### config.mk
export PLATFORM = sky130hd
export DESIGN_NAME = cmrt_timer
export DESIGN_NICKNAME = d
export VERILOG_FILES = /design/src/rtl/cmrt_pkg.sv /design/src/rtl/cmrt_prescale.sv /design/src/rtl/cmrt_edge.sv /design/src/rtl/cmrt_core.sv /design/src/rtl/cmrt_timer.sv
export SDC_FILE = /design/constraint.sdc
export NUM_CORES = 1
export LEC_CHECK = 0
export ABC_CLOCK_PERIOD_IN_PS = 4850
export BUFFER_PORTS_ARGS = -buffer_cell sky130_fd_sc_hd__clkbuf_2
export CORE_MARGIN = 1.5
export CORE_UTILIZATION = 35
export CTS_CLUSTER_SIZE = 25
export DETAILED_ROUTE_END_ITERATION = 10
export SETUP_SLACK_MARGIN = 0.3
export SLEW_MARGIN = 20
export SYNTH_ARGS = -nofsm -noshare
export SYNTH_HDL_FRONTEND = slang
export SYNTH_SLANG_ARGS = --single-unit
### constraint.sdc
create_clock -name clk -period 4.85 [get_ports clk]
set_input_delay 0.97 -clock clk [delete_from_list [all_inputs] [get_ports clk]]
set_output_delay 0.97 -clock clk [all_outputs]
set_load 0.03 [all_outputs]
### src/rtl/cmrt_pkg.sv
package cmrt_pkg;
  localparam int CNT_W        = 16;
  localparam int PSC_STAGES   = 8;
  localparam int SRC_W        = 5;
  localparam int SRC_PSC_BASE = 24;
  localparam int SRC_CASCADE  = 16;

  typedef enum logic [1:0] {
    REG_CMP1 = 2'd0,
    REG_CMP2 = 2'd1,
    REG_LOAD = 2'd2,
    REG_CTRL = 2'd3
  } reg_addr_e;

  typedef struct packed {
    logic             reload;
    logic             oe;
    logic             invert;
    logic             run;
    logic [SRC_W-1:0] src;
  } ctrl_t;

  localparam int CTRL_W = $bits(ctrl_t);
endpackage

### src/rtl/cmrt_prescale.sv
module cmrt_prescale #(
  parameter int STAGES   = 8,
  parameter int SEL_BITS = (STAGES > 1) ? $clog2(STAGES) : 1
) (
  input  logic                clk,
  input  logic                rst_n,
  input  logic                clr,
  input  logic                run,
  input  logic [SEL_BITS-1:0] sel,
  output logic                tick
);
  localparam int CW = (STAGES > 1) ? STAGES - 1 : 1;

  logic [CW-1:0]     div_q;
  logic [CW-1:0]     div_d;
  logic [STAGES-1:0] stage_tick;

  // Stage i ticks once every 2**i clocks: when the low i bits are all ones.
  for (genvar i = 0; i < STAGES; i++) begin : g_stage
    localparam logic [CW-1:0] MASK = CW'((1 << i) - 1);
    assign stage_tick[i] = ((div_q & MASK) == MASK);
  end

  assign tick = stage_tick[sel];

  always_comb begin
    div_d = div_q;
    if (clr)      div_d = '0;
    else if (run) div_d = div_q + 1'b1;
  end

  always_ff @(posedge clk or negedge rst_n) begin
    if (!rst_n) div_q <= '0;
    else        div_q <= div_d;
  end
endmodule

### src/rtl/cmrt_edge.sv
module cmrt_edge (
  input  logic clk,
  input  logic rst_n,
  input  logic sig,
  output logic rise
);
  logic sig_q;

  assign rise = sig & ~sig_q;

  always_ff @(posedge clk or negedge rst_n) begin
    if (!rst_n) sig_q <= 1'b0;
    else        sig_q <= sig;
  end
endmodule

### src/rtl/cmrt_core.sv
module cmrt_core #(
  parameter int W = 16
) (
  input  logic         clk,
  input  logic         rst_n,
  input  logic         start,
  input  logic         tick,
  input  logic         reload_en,
  input  logic [W-1:0] cmp1,
  input  logic [W-1:0] cmp2,
  input  logic [W-1:0] load,
  output logic [W-1:0] cnt,
  output logic         flag
);
  logic [W-1:0] cnt_d;
  logic         flag_d;
  logic         hit1;
  logic         hit2;

  assign hit1 = (cnt == cmp1);
  assign hit2 = (cnt == cmp2);

  always_comb begin
    cnt_d  = cnt;
    flag_d = flag;
    if (start) begin
      cnt_d = load;
    end else if (tick) begin
      if (hit1) flag_d = 1'b1;
      if (hit2) flag_d = 1'b0;          // clear has priority over set
      cnt_d = (reload_en && hit2) ? load : cnt + 1'b1;
    end
  end

  always_ff @(posedge clk or negedge rst_n) begin
    if (!rst_n) begin
      cnt  <= '0;
      flag <= 1'b0;
    end else begin
      cnt  <= cnt_d;
      flag <= flag_d;
    end
  end
endmodule

### src/rtl/cmrt_timer.sv
module cmrt_timer
  import cmrt_pkg::*;
#(
  parameter int W      = CNT_W,
  parameter int STAGES = PSC_STAGES
) (
  input  logic         clk,
  input  logic         rst_n,
  input  logic         wr_en,
  input  logic [1:0]   wr_addr,
  input  logic [W-1:0] wr_data,
  input  logic         cascade_in,
  output logic         flag_out,
  output logic         wave_out
);
  localparam int SEL_BITS = (STAGES > 1) ? $clog2(STAGES) : 1;
  localparam logic [SRC_W-1:0] PSC_LO = SRC_W'(SRC_PSC_BASE);
  localparam logic [SRC_W-1:0] PSC_HI = SRC_W'(SRC_PSC_BASE + STAGES - 1);
  localparam logic [SRC_W-1:0] CASC   = SRC_W'(SRC_CASCADE);

  logic [W-1:0] cmp1_q, cmp1_d;
  logic [W-1:0] cmp2_q, cmp2_d;
  logic [W-1:0] load_q, load_d;
  ctrl_t        ctrl_q, ctrl_d;
  ctrl_t        wr_ctrl;

  logic                start;
  logic                src_psc;
  logic                src_casc;
  logic [SEL_BITS-1:0] psc_sel;
  logic                psc_tick;
  logic                casc_rise;
  logic                cnt_tick;
  logic [W-1:0]        cnt_w;
  logic                flag_w;

  assign wr_ctrl = ctrl_t'(wr_data[CTRL_W-1:0]);
  assign start   = wr_en && (wr_addr == REG_CTRL) && wr_ctrl.run && !ctrl_q.run;

  // register write port: next state
  always_comb begin
    cmp1_d = cmp1_q;
    cmp2_d = cmp2_q;
    load_d = load_q;
    ctrl_d = ctrl_q;
    if (wr_en) begin
      case (wr_addr)
        REG_CMP1: cmp1_d = wr_data;
        REG_CMP2: cmp2_d = wr_data;
        REG_LOAD: load_d = wr_data;
        default:  ctrl_d = wr_ctrl;
      endcase
    end
  end

  always_ff @(posedge clk or negedge rst_n) begin
    if (!rst_n) begin
      cmp1_q <= '0;
      cmp2_q <= '0;
      load_q <= '0;
      ctrl_q <= '0;
    end else begin
      cmp1_q <= cmp1_d;
      cmp2_q <= cmp2_d;
      load_q <= load_d;
      ctrl_q <= ctrl_d;
    end
  end

  // count source selection
  assign src_psc  = (ctrl_q.src >= PSC_LO) && (ctrl_q.src <= PSC_HI);
  assign src_casc = (ctrl_q.src == CASC);
  assign psc_sel  = SEL_BITS'(ctrl_q.src - PSC_LO);

  cmrt_prescale #(.STAGES(STAGES), .SEL_BITS(SEL_BITS)) u_psc (
    .clk   (clk),
    .rst_n (rst_n),
    .clr   (start),
    .run   (ctrl_q.run),
    .sel   (psc_sel),
    .tick  (psc_tick)
  );

  cmrt_edge u_casc (
    .clk   (clk),
    .rst_n (rst_n),
    .sig   (cascade_in),
    .rise  (casc_rise)
  );

  always_comb begin
    cnt_tick = 1'b0;
    if (ctrl_q.run) begin
      if (src_psc)       cnt_tick = psc_tick;
      else if (src_casc) cnt_tick = casc_rise;
    end
  end

  cmrt_core #(.W(W)) u_core (
    .clk       (clk),
    .rst_n     (rst_n),
    .start     (start),
    .tick      (cnt_tick),
    .reload_en (ctrl_q.reload),
    .cmp1      (cmp1_q),
    .cmp2      (cmp2_q),
    .load      (load_q),
    .cnt       (cnt_w),
    .flag      (flag_w)
  );

  assign flag_out = flag_w;
  assign wave_out = ctrl_q.oe & (flag_w ^ ctrl_q.invert);
endmodule

==> summary by stage, run 1 <==
STA
The post-route clock skew is 0.007255 ns. In this run the tightest slew margin relative to its limit is 27.49%. The final max-slew violation count is 0. The smallest clock period supported by the final layout is computed as 2.576 ns. Adding up every negative setup slack in the final design gives 0 ns. The final-report hold violation count was 0. The slew at the pin closest to its max-slew limit is 1.084 ns. Setup violations remaining at the end of the flow were counted as 0. The share of the clock period used by the worst path after layout is 53.12%.

Timing would allow up to 388.1 MHz. Setup repair after global routing left no endpoint under its margin.

Logic synthesis
Among all flip-flop cells after synthesis, the most frequent one is sky130_fd_sc_hd__dfrtp_1. The number of standard cells after synthesis is 335. Counting flops with a built-in enable in the synthesized netlist gives 0. The largest total area in the synthesized netlist belongs to sky130_fd_sc_hd__dfrtp_1. For this run, the number of Yosys warnings is 0. The average footprint of a synthesized cell is 12.15 µm². In this run the cell area of the synthesized design comes to 0.004071 mm². Sequential cells were found to cover 50.40% of the synthesized design area. The area fraction of the dominant cell type after synthesis is 50.40%. After synthesis the netlist holds a flip-flop and latch count of 82. Sorting the synthesized cells by area gives the leading types as sky130_fd_sc_hd__dfrtp_1, sky130_fd_sc_hd__mux2_2, sky130_fd_sc_hd__xnor2_1. The count of unique library cells instantiated by Yosys is 39. The share of flip-flops with an asynchronous set or reset after synthesis is 100.0%. When the netlist entered floorplanning its net count stood at 361.

Setup path
The worst setup path is launched from a primary input. The startpoint of the worst-slack reg-to-reg timing path is u_psc.div_q[0]$_DFFE_PN0P_. The critical path goes through clkbuf_2 -> nand4_1 -> nor2_1 -> a21oi_4 -> mux2_2 -> o22a_1. Together, buffers and inverters on the worst path number 1. Data on the critical path is required at its endpoint by 5.07 ns. In this run the register-to-register setup slack is 2.34 ns. The critical path's largest stage delay is 0.81 ns.

STA classifies the critical path endpoint as a flip-flop. The number of cells on the worst reg-to-reg path is 8. The cell type of the slowest stage on the worst timing path is sky130_fd_sc_hd__a21oi_4. The endpoint of the most critical register-to-register path is u_core.cnt[0]$_DFFE_PN0P_. The classification of the worst setup path is in2reg. The kind of cell adding the most delay to the critical path is compound AO/OA/AOI/OAI gates. The worst path arrival time is 2.80 ns. Along the worst path, the maximum fanout reaches 31.

Power
The ratio of total power to cell area is 473.0 mW/mm². The overall power of the completed layout is 2184 µW. The static leakage power is 0.001965 µW. Across the VDD grid, the largest voltage drop is 0.0002607 V.

Layout
The diode insertion count for antenna repair is 0. The area growth from synthesis to layout is 13.40%. The post-route non-filler standard cell count is 501. Across the whole layout, storage elements account for 0.002052 mm². In the final layout, the multi-input gates occupy 0.001901 mm². Leaving out fill and tap cells, the most frequent cell in the layout is sky130_fd_sc_hd__dfrtp_1.

The library cells used most frequently in the layout, excluding fill and tap cells, are sky130_fd_sc_hd__dfrtp_1, sky130_fd_sc_hd__mux2_2, sky130_fd_sc_hd__xnor2_1. The post-route netlist has 30.73% of its cells at a drive strength greater than 1. After filler insertion, the fill cell instance count of the layout stands at 1081. The net total in the final layout is 379.

Global routing
Global routing consumed, over all layers together, 14.75% of the routing resources. The via count of the first global-routing pass was 2723. The largest net degree at the start of global routing is 83. The first global-routing pass estimated 14220 µm of wire.

The overall overflow remaining after global route is 0. The number of antenna violations at the first check in global routing was 0.

Clocking
The clock net in this run drives a total of 82 sinks. Buffers inserted to repair hold after CTS numbered 0. TritonCTS created 9 clock buffers. The count of buffers added by post-CTS timing repair for setup is 0. The H-tree was split into 3 levels. The number of gates resized after CTS was 0. The clock tree from TritonCTS is done. After clock tree synthesis, the clock-pin slew on the worst setup and hold paths is 0.06 ns. CTS placed an instance of sky130_fd_sc_hd__clkbuf_16 at the clock tree root.

Clock latency on the worst-skew pair, taken at its later pin, is 0.33 ns. The maximum root-to-sink buffer count is 2.

Route
In the final routed layout, each cell accounts on average for 16.99 µm. The sum of routed wire length over all layers is 8513 µm. For this run, the detailed router's first-pass iteration total came to 4.

The vias per cell is 5.242. The number of remaining DRC errors is 0. The DRC marker count from the first detailed-route iteration is 158. The via count is 2626. The number of routed nets with antenna violations is 0.

Die
The number of standard-cell rows in the floorplan is 39. In this run the vertical extent of the chip is 110.9 µm. The die covers 0.01229 mm². The initial cell density of the core is 35.81%. After floorplanning, the core was sized to cover 0.01137 mm². In this run the horizontal extent of the chip is 110.9 µm. The count of boundary I/O pins is 24.

Hold path
In this run the most critical hold path is launched from ctrl_q[7]$_DFFE_PN0P_. In this run the worst hold path is classified as reg2reg. The number of instances on the worst hold path is 1. The worst hold endpoint is ctrl_q[7]$_DFFE_PN0P_.

Placement
After legalization and detailed placement, the total HPWL measured 5876 µm. The number of placed instances, taps included, is 485. Input and output buffers added on the ports amount to 23. The final estimated routing congestion in global placement is 0.7951.

Run
The number of max-cap violations is 0.

Status
The run finished with clean final reports.
==> Yosys cell counts, drive strengths merged (3+ instances only) <==
cell type   n
nand2      15
nor2        8
o22a       12
clkbuf      6
dfrtp      82
mux2i       7
a22o        5
xor2        3
nand3      12
nor3b       3
buf        11
nand4      13
and3        6
a21oi      17
mux2       66
o22ai       3
inv        10
ha          4
xnor2      33
==> power breakdown <==
| part | leakage [µW] | internal [µW] | total, µW | switching (µW) |
|---|---|---|---|---|
| registers | 0.000991 | 838 | 1010 | 175 |
| logic | 0.000812 | 252 | 445 | 192 |
| clock network | 0.000162 | 461 | 727 | 266 |
| total | 0.00197 | 1550 | 2180 | 633 |
==> worst max path at each step <==
stage                                           from                        end  slack [ns]  depth (start not counted)
after global placement                    wr_addr[0]  u_core.cnt[4]$_DFFE_PN0P_        1.99                          6
after floorplan                           wr_addr[1]     cmp1_q[10]$_DFFE_PN0P_        2.64                          3
after CTS                 u_psc.div_q[0]$_DFFE_PN0P_  u_core.cnt[0]$_DFFE_PN0P_        1.97                          8
final                                     wr_addr[0]  u_core.cnt[2]$_DFFE_PN0P_        2.27                          6
after detailed placement                  wr_addr[0]  u_core.cnt[2]$_DFFE_PN0P_        1.95                          6
after global routing      u_psc.div_q[0]$_DFFE_PN0P_  u_core.cnt[0]$_DFFE_PN0P_        2.09                          8
==> layout make-up <==
type / count / share of cell area, %
well taps: 143 / 3.875
flip-flops and latches: 82 / 44.44
multi-input cells: 226 / 41.17
inverters: 10 / 0.8130
repair buffers: 24 / 2.791
clock buffers: 10 / 5.176
clock inverters: 6 / 1.734
==> state kept, by name (all words and copies together) (netlist names) <==
signal,cells
cmp1_q,16
cmp2_q,16
load_q,16
u_core.cnt,16
ctrl_q,9
u_psc.div_q,7
u_casc.sig_q,1
u_core.flag,1
==> layer usage <==
layer  track usage (%)  wire length [µm]  vias up
li1                  -                 -     1241
met1             20.14              4170     1330
met2             22.76              3933       43
met3             4.046               268       12
met4             4.786               141        0
met5                 0                 0        -
==> per-stage QoR <==
stage | cell area (µm²) | hold slack [ns] | worst slack (ns) | utilization [%]
after floorplan | 4071 | 0.4706 | 2.640 | -
after global placement | 4293 | 0.4907 | 1.987 | 37.76
after detailed placement | 4293 | 0.4976 | 1.949 | 37.76
after CTS | 4612 | 0.5136 | 1.965 | 40.56
after global routing | 4617 | 0.5296 | 2.088 | 40.61
final | 4617 | 0.5091 | 2.274 | 40.61
==> cell families after synthesis <==
logic type	Yosys count	share of synthesized area [%]
AO/OA/AOI/OAI	44	7.560
flip-flops	82	50.40
XOR/XNOR	36	7.745
adder cells (fa/ha/maj)	4	1.229
buffers and inverters	27	3.135
AND/OR/NAND/NOR	69	9.312
multiplexers	73	20.62
Power figures use the tool's default switching activity.
==> run 2, diff against run 1 <==
--- a/config.mk
+++ b/config.mk
@@ -5,7 +5,7 @@
 export SDC_FILE = /design/constraint.sdc
 export NUM_CORES = 1
 export LEC_CHECK = 0
-export ABC_CLOCK_PERIOD_IN_PS = 4850
+export ABC_CLOCK_PERIOD_IN_PS = 2300
 export BUFFER_PORTS_ARGS = -buffer_cell sky130_fd_sc_hd__clkbuf_2
 export CORE_MARGIN = 1.5
 export CORE_UTILIZATION = 35
==> constraint.sdc (replaced) <==
create_clock -name clk -period 2.3 [get_ports clk]
set_input_delay 0.46 -clock clk [delete_from_list [all_inputs] [get_ports clk]]
set_output_delay 0.46 -clock clk [all_outputs]
set_load 0.03 [all_outputs]
==> run 2 against run 1 <==
  * Via count rose by 11%
  * Global-route usage rose by 2.1 points
  * Die area did not move
  * Cell area rose by 12%
  * Clock power rose by 110%
  * Flip-flop and latch count did not move
  * Register-to-register slack got worse by 2.2 ns
  * First-iteration DRC count rose by 48%
  * Wire length rose by 16%
  * Clock skew rose by 0.00055 ns
  * Largest power group unchanged
  * Highest routed layer unchanged
==> summary by stage, run 2 (synthesized netlist as in run 1, its figures left out) <==
Status
The flow ran to the end, and the final reports show no timing, DRC or antenna violations.

Setup path
The origin of the worst setup path is cmp2_q[13]$_DFFE_PN0P_. The critical path's largest stage delay is 0.40 ns. The worst path arrival time is 2.40 ns. In this run the register-to-register setup slack is 0.12 ns. The worst register-to-register path has a depth of 7. The setup path with the least slack is of type reg2reg.

STA classifies the critical path startpoint as a flip-flop. For the worst setup path, the data required time is 2.51 ns. Along the worst path, the maximum fanout reaches 6. The critical path goes through xnor2_2 -> nand4_1 -> nor4_4 -> buf_4 -> a21oi_4 -> mux2_4 -> o22a_1. The worst register-to-register path begins at cmp2_q[13]$_DFFE_PN0P_. STA classifies the critical path endpoint as a flip-flop. The cell type of the slowest stage on the worst timing path is sky130_fd_sc_hd__dfrtp_1. The endpoint identified for the worst register-to-register timing path is u_core.cnt[13]$_DFFE_PN0P_.

Route
The number of routed nets with antenna violations is 0. The routed design has 9897 µm of wire. The routed layout has 2911 vias.

For this run, the detailed router's first-pass iteration total came to 5. The vias per cell is 5.332. The DRC marker count from the first detailed-route iteration is 234. The number of remaining DRC errors is 0. The routed length per instance is 18.13 µm.

Layout
The library cell used most frequently in the layout, excluding fill and tap cells, is sky130_fd_sc_hd__dfrtp_1. Of the cells placed in the final design, the portion with a size suffix greater than 1 is 41.19%. In the layout the commonest cells are sky130_fd_sc_hd__dfrtp_1, sky130_fd_sc_hd__mux2_2, sky130_fd_sc_hd__buf_4. The area growth from synthesis to layout is 26.71%. The sequential standard cell area is 0.002052 mm². The multi-input combinational cells in the finished layout cover a total of 0.002017 mm². The net total in the final layout is 424. Leaving out filler cells and counting taps, the final layout contains 546. For this run, the share of the core covered by cells in the final layout is 45.37%. The number of antenna diodes in the final layout is 0. Counting the fill cells in the layout gives 1043.

Global routing
The via count of the first global-routing pass is 2978. Entering global routing, the biggest net connects 37 pins. The number of antenna violations at the first check in global routing is 0. The total track usage is 16.87%. Summed over all layers, the global routing overflow is 0. The first global-routing pass estimated 16210 µm of wire.

Placement
The setup slack at placement is -0.04022 ns. The final estimated routing congestion in global placement is 0.7726. The number of input and output port buffers inserted is 23.

Summed over all nets, the half-perimeter wirelength after detailed placement is 6401 µm. Once placement completed, the tool counted placed cells totaling 513.

Clocking
CTS built an H-tree with a depth of 3. The worst-skew pair later-pin latency is 0.34 ns. The clock passes through at most 2 buffers. The clock sink count is 82.

TritonCTS created 9 clock buffers. The root buffer cell chosen for the clock tree is sky130_fd_sc_hd__clkbuf_16. TritonCTS built the clock tree. Buffers inserted to repair hold after CTS numbered 0.

The clock input transition at the sequential cells of the worst setup and hold paths is 0.06 ns.

Power
For this design the ratio of total power to cell area is 960.9 mW/mm². The overall power of the completed layout is 4957 µW. The static leakage power is 0.002233 µW. Across the VDD grid, the largest voltage drop is 0.0005384 V.

STA
The final-report hold violation count is 0. For the finished layout, the period the worst path requires is 2.184 ns. The final max-slew violation count is 0. The worst path uses 94.94% of the clock period.

The relative slew slack is 40.85%. The worst hold slack is 0.07591 ns. For this run, the top clock speed supported by timing is 457.9 MHz. Setup repair after global routing could not meet its margin everywhere.

For the pin with the worst max-slew slack, the measured transition is 0.8840 ns. The worst path meets setup with 0.1163 ns of slack. The post-route clock skew is 0.007804 ns. The final setup violation count is 0.

Die
The die extent in x is 110.9 µm. The core box area is 0.01137 mm². The die span in y is 110.9 µm. The number of standard-cell rows in the floorplan is 39.

For this configuration, the core starts out at a cell density of 35.81%. The floorplan step defined a die boundary enclosing 0.01229 mm². The count of boundary I/O pins is 24.

Hold path
The tightest min-delay check is of the in2async type.

Run
Max-cap violations in this run came to 0.
[run 2: cell types whose count changed in the layout (fill, tap and decap cells not counted), moves of 3 or more]
cell | before | now
sky130_fd_sc_hd__buf_4 | 1 | 34
sky130_fd_sc_hd__a21oi_1 | 16 | 9
sky130_fd_sc_hd__buf_16 | 0 | 3
sky130_fd_sc_hd__a21oi_2 | 0 | 8
sky130_fd_sc_hd__buf_12 | 0 | 3
sky130_fd_sc_hd__buf_6 | 1 | 4
[run 2: per-stage QoR]
| step | setup TNS [ns] | cell area (µm²) |
|---|---|---|
| 5_1_grt | 0 | 5159 |
| 4_1_cts | 0 | 5127 |
| 2_1_floorplan | 0 | 4084 |
| 3_3_place_gp | 0 | 4533 |
| 6_report | 0 | 5159 |
| 3_5_place_dp | -0.04022 | 4533 |
[run 2: layout make-up]
cell class                 count  share of cell area, %
clock inverter                 5                  1.504
multi-input combinational    229                  39.10
tap                          143                  3.468
timing repair buffer          66                  10.72
sequential                    82                  39.78
clock buffer                  11                  4.705
inverter                      10                 0.7276
[run 2: worst max-delay path by stage]
stage                                       to  slack [ns]  depth (start not counted)
floorplan            u_core.cnt[0]$_DFFE_PN0P_        0.31                          8
global placement     u_core.cnt[0]$_DFFE_PN0P_        0.03                          7
detailed placement   u_core.cnt[0]$_DFFE_PN0P_       -0.04                          7
CTS                 u_core.cnt[13]$_DFFE_PN0P_        0.18                          8
global route        u_core.cnt[11]$_DFFE_PN0P_        0.06                         10
finish              u_core.cnt[13]$_DFFE_PN0P_        0.12                          7
[run 2: critical path: cells and delay by family, from the launching register on]
family | cells | cell delay [ns]
xor+xnor | 1 | 0.26
compound gates | 2 | 0.32
mux | 1 | 0.35
flops | 1 | 0.40
simple gates | 2 | 0.54
buf+inv | 1 | 0.18
[run 2: metal layers]
layer	part of all wire [%]	track usage (%)	up-vias
met5	0	0	-
met2	48	26.67	65
met1	46	23.13	1489
met4	1.3	4.188	0
li1	-	-	1342
met3	4.2	4.429	15
[run 2: what timing repair did]
action / in CTS / in global routing
setup buffers: 10 / 1
pin swaps: 8 / 8
resized for setup: 21 / 4
setup endpoints to repair: 16 / 16
gates cloned: 5 / 1
[run 2: where the power goes]
| part | switching [µW] | total, µW | internal, µW |
|---|---|---|---|
| logic | 621 | 1380 | 759 |
| clock network | 569 | 1550 | 977 |
| registers | 263 | 2030 | 1770 |
